## src/rtl/mdio_mgmt_pkg.sv

```systemverilog
package mdio_mgmt_pkg;
  localparam int ADDR_W  = 2;
  localparam int FRAME_W = 32;
  localparam int DATA_W  = 16;

  typedef enum logic [ADDR_W-1:0] {
    REG_FRAME  = 2'd0,
    REG_EVENT  = 2'd1,
    REG_SPEED  = 2'd2,
    REG_STATUS = 2'd3
  } reg_sel_e;

  localparam logic [1:0] OP_READ = 2'b10;
endpackage

```

## src/rtl/mdio_mdc_gen.sv

```systemverilog
module mdio_mdc_gen #(
  parameter int DIV_W = 6
) (
  input  logic             clk,
  input  logic             rst,
  input  logic             run,
  input  logic [DIV_W-1:0] div,
  output logic             mdc,
  output logic             rise_stb,
  output logic             fall_stb
);
  logic [DIV_W-1:0] cnt_q;
  logic             mdc_q;
  logic             edge_hit;

  assign edge_hit = run && (cnt_q == div - 1'b1);
  assign rise_stb = edge_hit & ~mdc_q;
  assign fall_stb = edge_hit & mdc_q;
  assign mdc      = mdc_q;

  always_ff @(posedge clk) begin
    if (rst || !run) begin
      cnt_q <= '0;
      mdc_q <= 1'b0;
    end else if (edge_hit) begin
      cnt_q <= '0;
      mdc_q <= ~mdc_q;
    end else begin
      cnt_q <= cnt_q + 1'b1;
    end
  end
endmodule

```

## src/rtl/mdio_frame_shifter.sv

```systemverilog
module mdio_frame_shifter #(
  parameter int PRE_LEN = 32,
  parameter int FRAME_W = 32,
  parameter int DATA_W  = 16
) (
  input  logic               clk,
  input  logic               rst,
  input  logic               start,
  input  logic [FRAME_W-1:0] frame_in,
  input  logic               rd_op,
  input  logic               rise_stb,
  input  logic               fall_stb,
  input  logic               mdio_i,
  output logic               busy,
  output logic               done,
  output logic               is_read,
  output logic               mdio_o,
  output logic               mdio_oe,
  output logic [DATA_W-1:0]  rd_data
);
  localparam int TOTAL  = PRE_LEN + FRAME_W;
  localparam int IDX_W  = $clog2(TOTAL);
  localparam int TA_POS = TOTAL - DATA_W - 2;
  localparam int DT_POS = TA_POS + 2;

  logic [TOTAL-1:0]  shreg_q;
  logic [IDX_W-1:0]  idx_q;
  logic [IDX_W-1:0]  nxt_idx;
  logic              busy_q;
  logic              rd_q;
  logic              out_q;
  logic              oe_q;
  logic [DATA_W-1:0] cap_q;

  assign nxt_idx = idx_q + 1'b1;
  assign done    = busy_q && fall_stb && (idx_q == IDX_W'(TOTAL - 1));
  assign busy    = busy_q;
  assign is_read = rd_q;
  assign mdio_o  = out_q;
  assign mdio_oe = oe_q;
  assign rd_data = cap_q;

  always_ff @(posedge clk) begin
    if (rst) begin
      shreg_q <= '0;
      idx_q   <= '0;
      busy_q  <= 1'b0;
      rd_q    <= 1'b0;
      out_q   <= 1'b1;
      oe_q    <= 1'b0;
    end else if (start) begin
      shreg_q <= {{PRE_LEN{1'b1}}, frame_in};
      idx_q   <= '0;
      busy_q  <= 1'b1;
      rd_q    <= rd_op;
      out_q   <= 1'b1;
      oe_q    <= 1'b1;
    end else if (done) begin
      busy_q  <= 1'b0;
      out_q   <= 1'b1;
      oe_q    <= 1'b0;
    end else if (busy_q && fall_stb) begin
      idx_q   <= nxt_idx;
      shreg_q <= shreg_q << 1;
      out_q   <= shreg_q[TOTAL-2];
      oe_q    <= !(rd_q && (nxt_idx >= IDX_W'(TA_POS)));
    end
  end

  always_ff @(posedge clk) begin
    if (rst) begin
      cap_q <= '0;
    end else if (busy_q && rise_stb && rd_q && (idx_q >= IDX_W'(DT_POS))) begin
      cap_q <= {cap_q[DATA_W-2:0], mdio_i};
    end
  end
endmodule

```

## src/rtl/mdio_reg_file.sv

```systemverilog
module mdio_reg_file
  import mdio_mgmt_pkg::*;
#(
  parameter int DIV_W   = 6,
  parameter int DIV_LSB = 1
) (
  input  logic               clk,
  input  logic               rst,
  input  logic               bus_wr,
  input  logic [ADDR_W-1:0]  bus_addr,
  input  logic [FRAME_W-1:0] bus_wdata,
  input  logic               busy,
  input  logic               done,
  input  logic               is_read,
  input  logic [DATA_W-1:0]  rd_data,
  output logic [FRAME_W-1:0] bus_rdata,
  output logic [FRAME_W-1:0] frame_q,
  output logic [DIV_W-1:0]   div_run,
  output logic               event_q,
  output logic               start
);
  logic [DIV_W-1:0]   div_q;
  logic [DIV_W-1:0]   div_act_q;
  logic [FRAME_W-1:0] frame_r;
  logic               ev_r;
  logic [FRAME_W-1:0] rdata_q;
  logic               wr_frame, wr_event, wr_speed;

  assign wr_frame = bus_wr && (bus_addr == REG_FRAME);
  assign wr_event = bus_wr && (bus_addr == REG_EVENT);
  assign wr_speed = bus_wr && (bus_addr == REG_SPEED);
  assign start    = wr_frame && !busy && (div_q != '0);

  always_ff @(posedge clk) begin
    if (rst) begin
      frame_r <= '0;
    end else if (start) begin
      frame_r <= bus_wdata;
    end else if (done && is_read) begin
      frame_r[DATA_W-1:0] <= rd_data;
    end
  end

  always_ff @(posedge clk) begin
    if (rst) begin
      div_q     <= '0;
      div_act_q <= '0;
    end else begin
      if (wr_speed) div_q <= bus_wdata[DIV_LSB +: DIV_W];
      if (start)    div_act_q <= div_q;
    end
  end

  // completion takes priority over a clearing write in the same cycle
  always_ff @(posedge clk) begin
    if (rst) begin
      ev_r <= 1'b0;
    end else if (done) begin
      ev_r <= 1'b1;
    end else if (wr_event && bus_wdata[0]) begin
      ev_r <= 1'b0;
    end
  end

  always_ff @(posedge clk) begin
    if (rst) begin
      rdata_q <= '0;
    end else begin
      case (reg_sel_e'(bus_addr))
        REG_FRAME:  rdata_q <= frame_r;
        REG_EVENT:  rdata_q <= FRAME_W'(ev_r);
        REG_SPEED:  rdata_q <= FRAME_W'({div_q, {DIV_LSB{1'b0}}});
        default:    rdata_q <= FRAME_W'(busy);
      endcase
    end
  end

  assign bus_rdata = rdata_q;
  assign frame_q   = frame_r;
  assign div_run   = div_act_q;
  assign event_q   = ev_r;
endmodule

```

## src/rtl/mdio_mgmt_master.sv

```systemverilog
module mdio_mgmt_master
  import mdio_mgmt_pkg::*;
#(
  parameter int DIV_W   = 6,
  parameter int PRE_LEN = 32
) (
  input  logic        clk,
  input  logic        rst,
  input  logic        bus_wr,
  input  logic [1:0]  bus_addr,
  input  logic [31:0] bus_wdata,
  output logic [31:0] bus_rdata,
  output logic        mdc,
  output logic        mdio_o,
  output logic        mdio_oe,
  input  logic        mdio_i
);
  logic               busy_w, done_w, isrd_w, start_w, event_w;
  logic               rise_w, fall_w, rd_op_w;
  logic [DATA_W-1:0]  cap_w;
  logic [FRAME_W-1:0] frame_w;
  logic [DIV_W-1:0]   div_w;

  assign rd_op_w = (bus_wdata[FRAME_W-3 -: 2] == OP_READ);

  mdio_reg_file #(.DIV_W(DIV_W), .DIV_LSB(1)) regs_i (
    .clk(clk), .rst(rst), .bus_wr(bus_wr), .bus_addr(bus_addr),
    .bus_wdata(bus_wdata), .busy(busy_w), .done(done_w), .is_read(isrd_w),
    .rd_data(cap_w), .bus_rdata(bus_rdata), .frame_q(frame_w),
    .div_run(div_w), .event_q(event_w), .start(start_w)
  );

  mdio_mdc_gen #(.DIV_W(DIV_W)) clkgen_i (
    .clk(clk), .rst(rst), .run(busy_w), .div(div_w),
    .mdc(mdc), .rise_stb(rise_w), .fall_stb(fall_w)
  );

  mdio_frame_shifter #(.PRE_LEN(PRE_LEN), .FRAME_W(FRAME_W), .DATA_W(DATA_W)) shift_i (
    .clk(clk), .rst(rst), .start(start_w), .frame_in(bus_wdata), .rd_op(rd_op_w),
    .rise_stb(rise_w), .fall_stb(fall_w), .mdio_i(mdio_i),
    .busy(busy_w), .done(done_w), .is_read(isrd_w),
    .mdio_o(mdio_o), .mdio_oe(mdio_oe), .rd_data(cap_w)
  );
endmodule

```

## config.mk

```make
export PLATFORM = sky130hd
export DESIGN_NAME = mdio_mgmt_master
export DESIGN_NICKNAME = d
export VERILOG_FILES = /design/src/rtl/mdio_mgmt_pkg.sv /design/src/rtl/mdio_mdc_gen.sv /design/src/rtl/mdio_frame_shifter.sv /design/src/rtl/mdio_reg_file.sv /design/src/rtl/mdio_mgmt_master.sv
export SDC_FILE = /design/constraint.sdc
export NUM_CORES = 1
export LEC_CHECK = 0
export BUFFER_PORTS_ARGS = -buffer_cell sky130_fd_sc_hd__clkbuf_2
export CAP_MARGIN = 25
export CELL_PAD_IN_SITES_DETAIL_PLACEMENT = 1
export CELL_PAD_IN_SITES_GLOBAL_PLACEMENT = 1
export CORE_ASPECT_RATIO = 0.75
export CORE_MARGIN = 1.5
export CORE_UTILIZATION = 45
export DETAILED_ROUTE_END_ITERATION = 10
export PLACE_DENSITY_LB_ADDON = 0.1
export SETUP_SLACK_MARGIN = 0.15
export SYNTH_ARGS = -nofsm -noshare
export SYNTH_HDL_FRONTEND = slang
export SYNTH_HIERARCHICAL = 1
export SYNTH_SLANG_ARGS = --single-unit
export TNS_END_PERCENT = 100
```

## constraint.sdc

```tcl
create_clock -name clk -period 4.4 [get_ports clk]
set_input_delay 0.22 -clock clk [delete_from_list [all_inputs] [get_ports clk]]
set_output_delay 0.22 -clock clk [all_outputs]
set_load 0.01 [all_outputs]
```

==> reports/metrics.yaml <==
sta:
  final.setup.tns_ps: 0
  fmax_mhz: 277.3
  rsz0062_at_grt: "no"
  slew_headroom: 0.4219
  tightest_slew_ps: 865.8
  layout_min_cycle_time_ps: 3606
  whs_ps: 26.73
  min_period_over_period: 0.8196
  hold_violations: 0
  fin_skew_ps: 10.32
  slew_viol_final: 0
  finalSetupViolCount: 0
route:
  wl_um: 17770
  drc: 0
  drt_iter0_drc: 306
  viasPerCell: 5.394
  first_pass_iters: 5
  vias: 5788
  ant_nets: 0
  wl_per_cell_um: 16.56
floorplanning:
  die_h_um: 113.0
  core_area_um2: 15470
  initial_core_util: 0.4690
  io-pin-count: 73
  chipWidth_um: 149.6
  die_area_um2: 16900
  num_rows: 39
worst_setup_path:
  r2r_start: "regs_i/div_run[0]"
  r2r_cells: 11
  cp-end-kind: "flop"
  worstSetupPathType: "flop to flop"
  cp_max_fo: 46
  r2r-end: "shift_i/idx_q[2]"
  crit_path_cell_trace: "or4_1 -> nor2_2 -> xnor2_1 -> or4_4 -> nor2_1 -> nand2_2 -> a21oi_4 -> buf_12 -> nand2_1 -> xnor2_1 -> nor2_1"
  critical_path_arrival_ps: 3900
  crit_start: "regs_i/div_run[0]"
  slowest_delay_ps: 570
  endpoint: "shift_i/idx_q[2]"
  crit_required_ps: 4690
  cpMaxStageDelayCell: "or4_1"
  r2r_slack_ps: 790
  cp-start-kind: "flop"
placed_design:
  dpl.cell_count: 1042
  port_buffers: 72
  gp_congestion: 0.8051
  dp_hpwl_um: 11250
cts:
  cts.clk_slew.worst_paths_ps: 60
  insertion_delay_ps: 420
  postCtsSetupBuffers: 0
  cts_inserted_buffers: 17
  clk_path_buf_depth: 2
  post_cts_resized: 0
  cts_tree: "yes"
  cts-root-buf: "clkbuf_16"
  cts.sinks: 173
  cts_hold_buf: 0
  htreeDepth: 4
yosys:
  yosys-top-cells-count: "dfxtp_1 (173), nand2_1 (163), nor2_1 (64)"
  yosysSeqAreaShare: 0.4774
  yosysTopAreaCell: "dfxtp_1"
  syn_inst: 818
  netlist.area_leader.share: 0.4774
  synth_edf_count: 0
  synthArstFlopShare: 0
  yosysUniqueCellTypes: 52
  synth_nets: 860
  synth.avg_cell_area_um2: 8.869
  synthFlopType: "dfxtp_1"
  synth_area_leaders: "dfxtp_1 (48%), nand2_1 (8.4%), mux2i_1 (4.3%)"
  synth_warnings: 6
  yosysMostFrequentCell: "dfxtp_1"
  ys_ff_latch: 173
  synth_area_um2: 7254
global_routing:
  use_met3: 0.04395
  grt_max_degree: 96
  antenna_found_initial: 0
  grt_use_total: 0.2242
  gr-usage-met1: 0.3059
  use_met2: 0.3598
  grt_overflow: 0
  grt_pass1_vias: 6016
  top_usage_layer: "met2"
  grt_pass1_wl_um: 30280
outcome:
  status: "finished, final reports clean"
power:
  p_leak_nw: 3.049
  power_w: 0.003354
  power.density_nw_per_um2: 404.9
  peakVddDrop_mv: 0.1977
final_layout:
  finalNonFillerCells: 1073
  drive_above_1_share: 0.1832
  syn_to_final_growth_pct: 14.18
  post-route-util: 0.5355
  n_antenna_cell: 0
  fin_nets: 898
flow_run:
  drv_cap: 0
worst_hold_path:
  hp-class: "primary input to flop"
[layer usage]
| layer | wire length [um] | part of all wire |
|---|---|---|
| met5 | 0 | 0 |
| met4 | 91 | 0.0051 |
| met2 | 8517 | 0.48 |
| met1 | 8553 | 0.48 |
| met3 | 607 | 0.034 |
[cell usage in the layout (no fill, tap or decap), types with 2 or more instances in the layout]
| master | count |
|---|---|
| buf_12 | 3 |
| or4_1 | 2 |
| buf_4 | 6 |
| a21oi_1 | 38 |
| xor2_1 | 6 |
| nor2_1 | 63 |
| or2_2 | 2 |
| mux2_2 | 16 |
| nor2b_1 | 18 |
| mux2i_1 | 31 |
| a21bo_2 | 16 |
| clkinv_2 | 2 |
| and2_1 | 25 |
| nor2_2 | 2 |
| ha_1 | 4 |
| clkbuf_2 | 71 |
| a311oi_1 | 30 |
| dfxtp_1 | 173 |
| nand3b_1 | 8 |
| a31oi_1 | 36 |
| o21ai_0 | 13 |
| bufinv_16 | 4 |
| inv_1 | 6 |
| o31ai_1 | 2 |
| clkbuf_1 | 2 |
| nand2b_1 | 39 |
| nand2_1 | 163 |
| clkinv_4 | 3 |
| clkbuf_8 | 2 |
| clkbuf_16 | 17 |
| and3_1 | 2 |
| xnor2_1 | 8 |
| nor3_1 | 5 |
| a211oi_1 | 2 |
| nand3_1 | 25 |
[worst max-delay path, delay by kind of cell, from the launching register on]
family	cells	cell delay [ps]
AOI/OAI and AO/OA	1	550
xor gates and xnor gates	2	280
buffers and inverters	1	300
DFF	1	360
and+or+nand+nor	7	1970
[registers in the layout (all words and copies together), names as in the netlist]
signal            cells
regs_i/div_q          6
clkgen_i/mdc          1
shift_i/is_read       1
shift_i/mdio_oe       1
shift_i/shreg_q      63
regs_i/frame_q       32
shift_i/rd_data      16
regs_i/event_q        1
regs_i/bus_rdata     32
shift_i/idx_q         6
shift_i/mdio_o        1
shift_i/busy          1
regs_i/div_run        6
clkgen_i/cnt_q        6
[report_power, final]
group	leakage (nW)	total (W)	switching, W	internal (W)
clock network	0.303	0.00159	0.000607	0.000979
registers	1.40	0.00162	0.0000183	0.00160
logic	1.35	0.000152	0.0000878	0.0000644
[through the flow]
stage | setup WS [ps] | instance area [um^2]
after floorplan | 1172 | 7254
final | 793.6 | 8283
after CTS | 784.5 | 8283
after detailed placement | 840.1 | 7659
after global routing | 530.2 | 8283
after global placement | 1002 | 7644
[cells by family after synthesis]
| family | share of synthesized area |
|---|---|
| AND/OR/NAND/NOR | 0.2415 |
| flip-flops | 0.4774 |
| AO/OA/AOI/OAI | 0.1404 |
| buffers and inverters | 0.04933 |
| multiplexers | 0.06761 |
| XOR/XNOR | 0.01690 |
| adder cells (fa/ha/maj) | 0.006899 |
[final cells by class]
class / instances / area (um^2)
Inverter: 7 / 26.28
Clock inverter: 10 / 163.9
Fill cell: 1802 / 7186
Tap cell: 205 / 256.5
Sequential cell: 173 / 3463
Timing Repair Buffer: 81 / 475.5
Clock buffer: 21 / 460.4
Multi-Input combinational cell: 576 / 3437
[how the worst min path moves through the flow]
stage	start	to	slack (ps)	cells past startpoint
after global placement	regs_i/frame_q[23]	regs_i/bus_rdata[23]	440	1
after detailed placement	regs_i/frame_q[7]	regs_i/bus_rdata[7]	440	1
after floorplan	mdio_i	shift_i/rd_data[0]	360	2
after global routing	mdio_i	shift_i/rd_data[0]	40	3
final	mdio_i	shift_i/rd_data[0]	30	3
after CTS	mdio_i	shift_i/rd_data[0]	10	3
(Power assumes the default switching activity.)
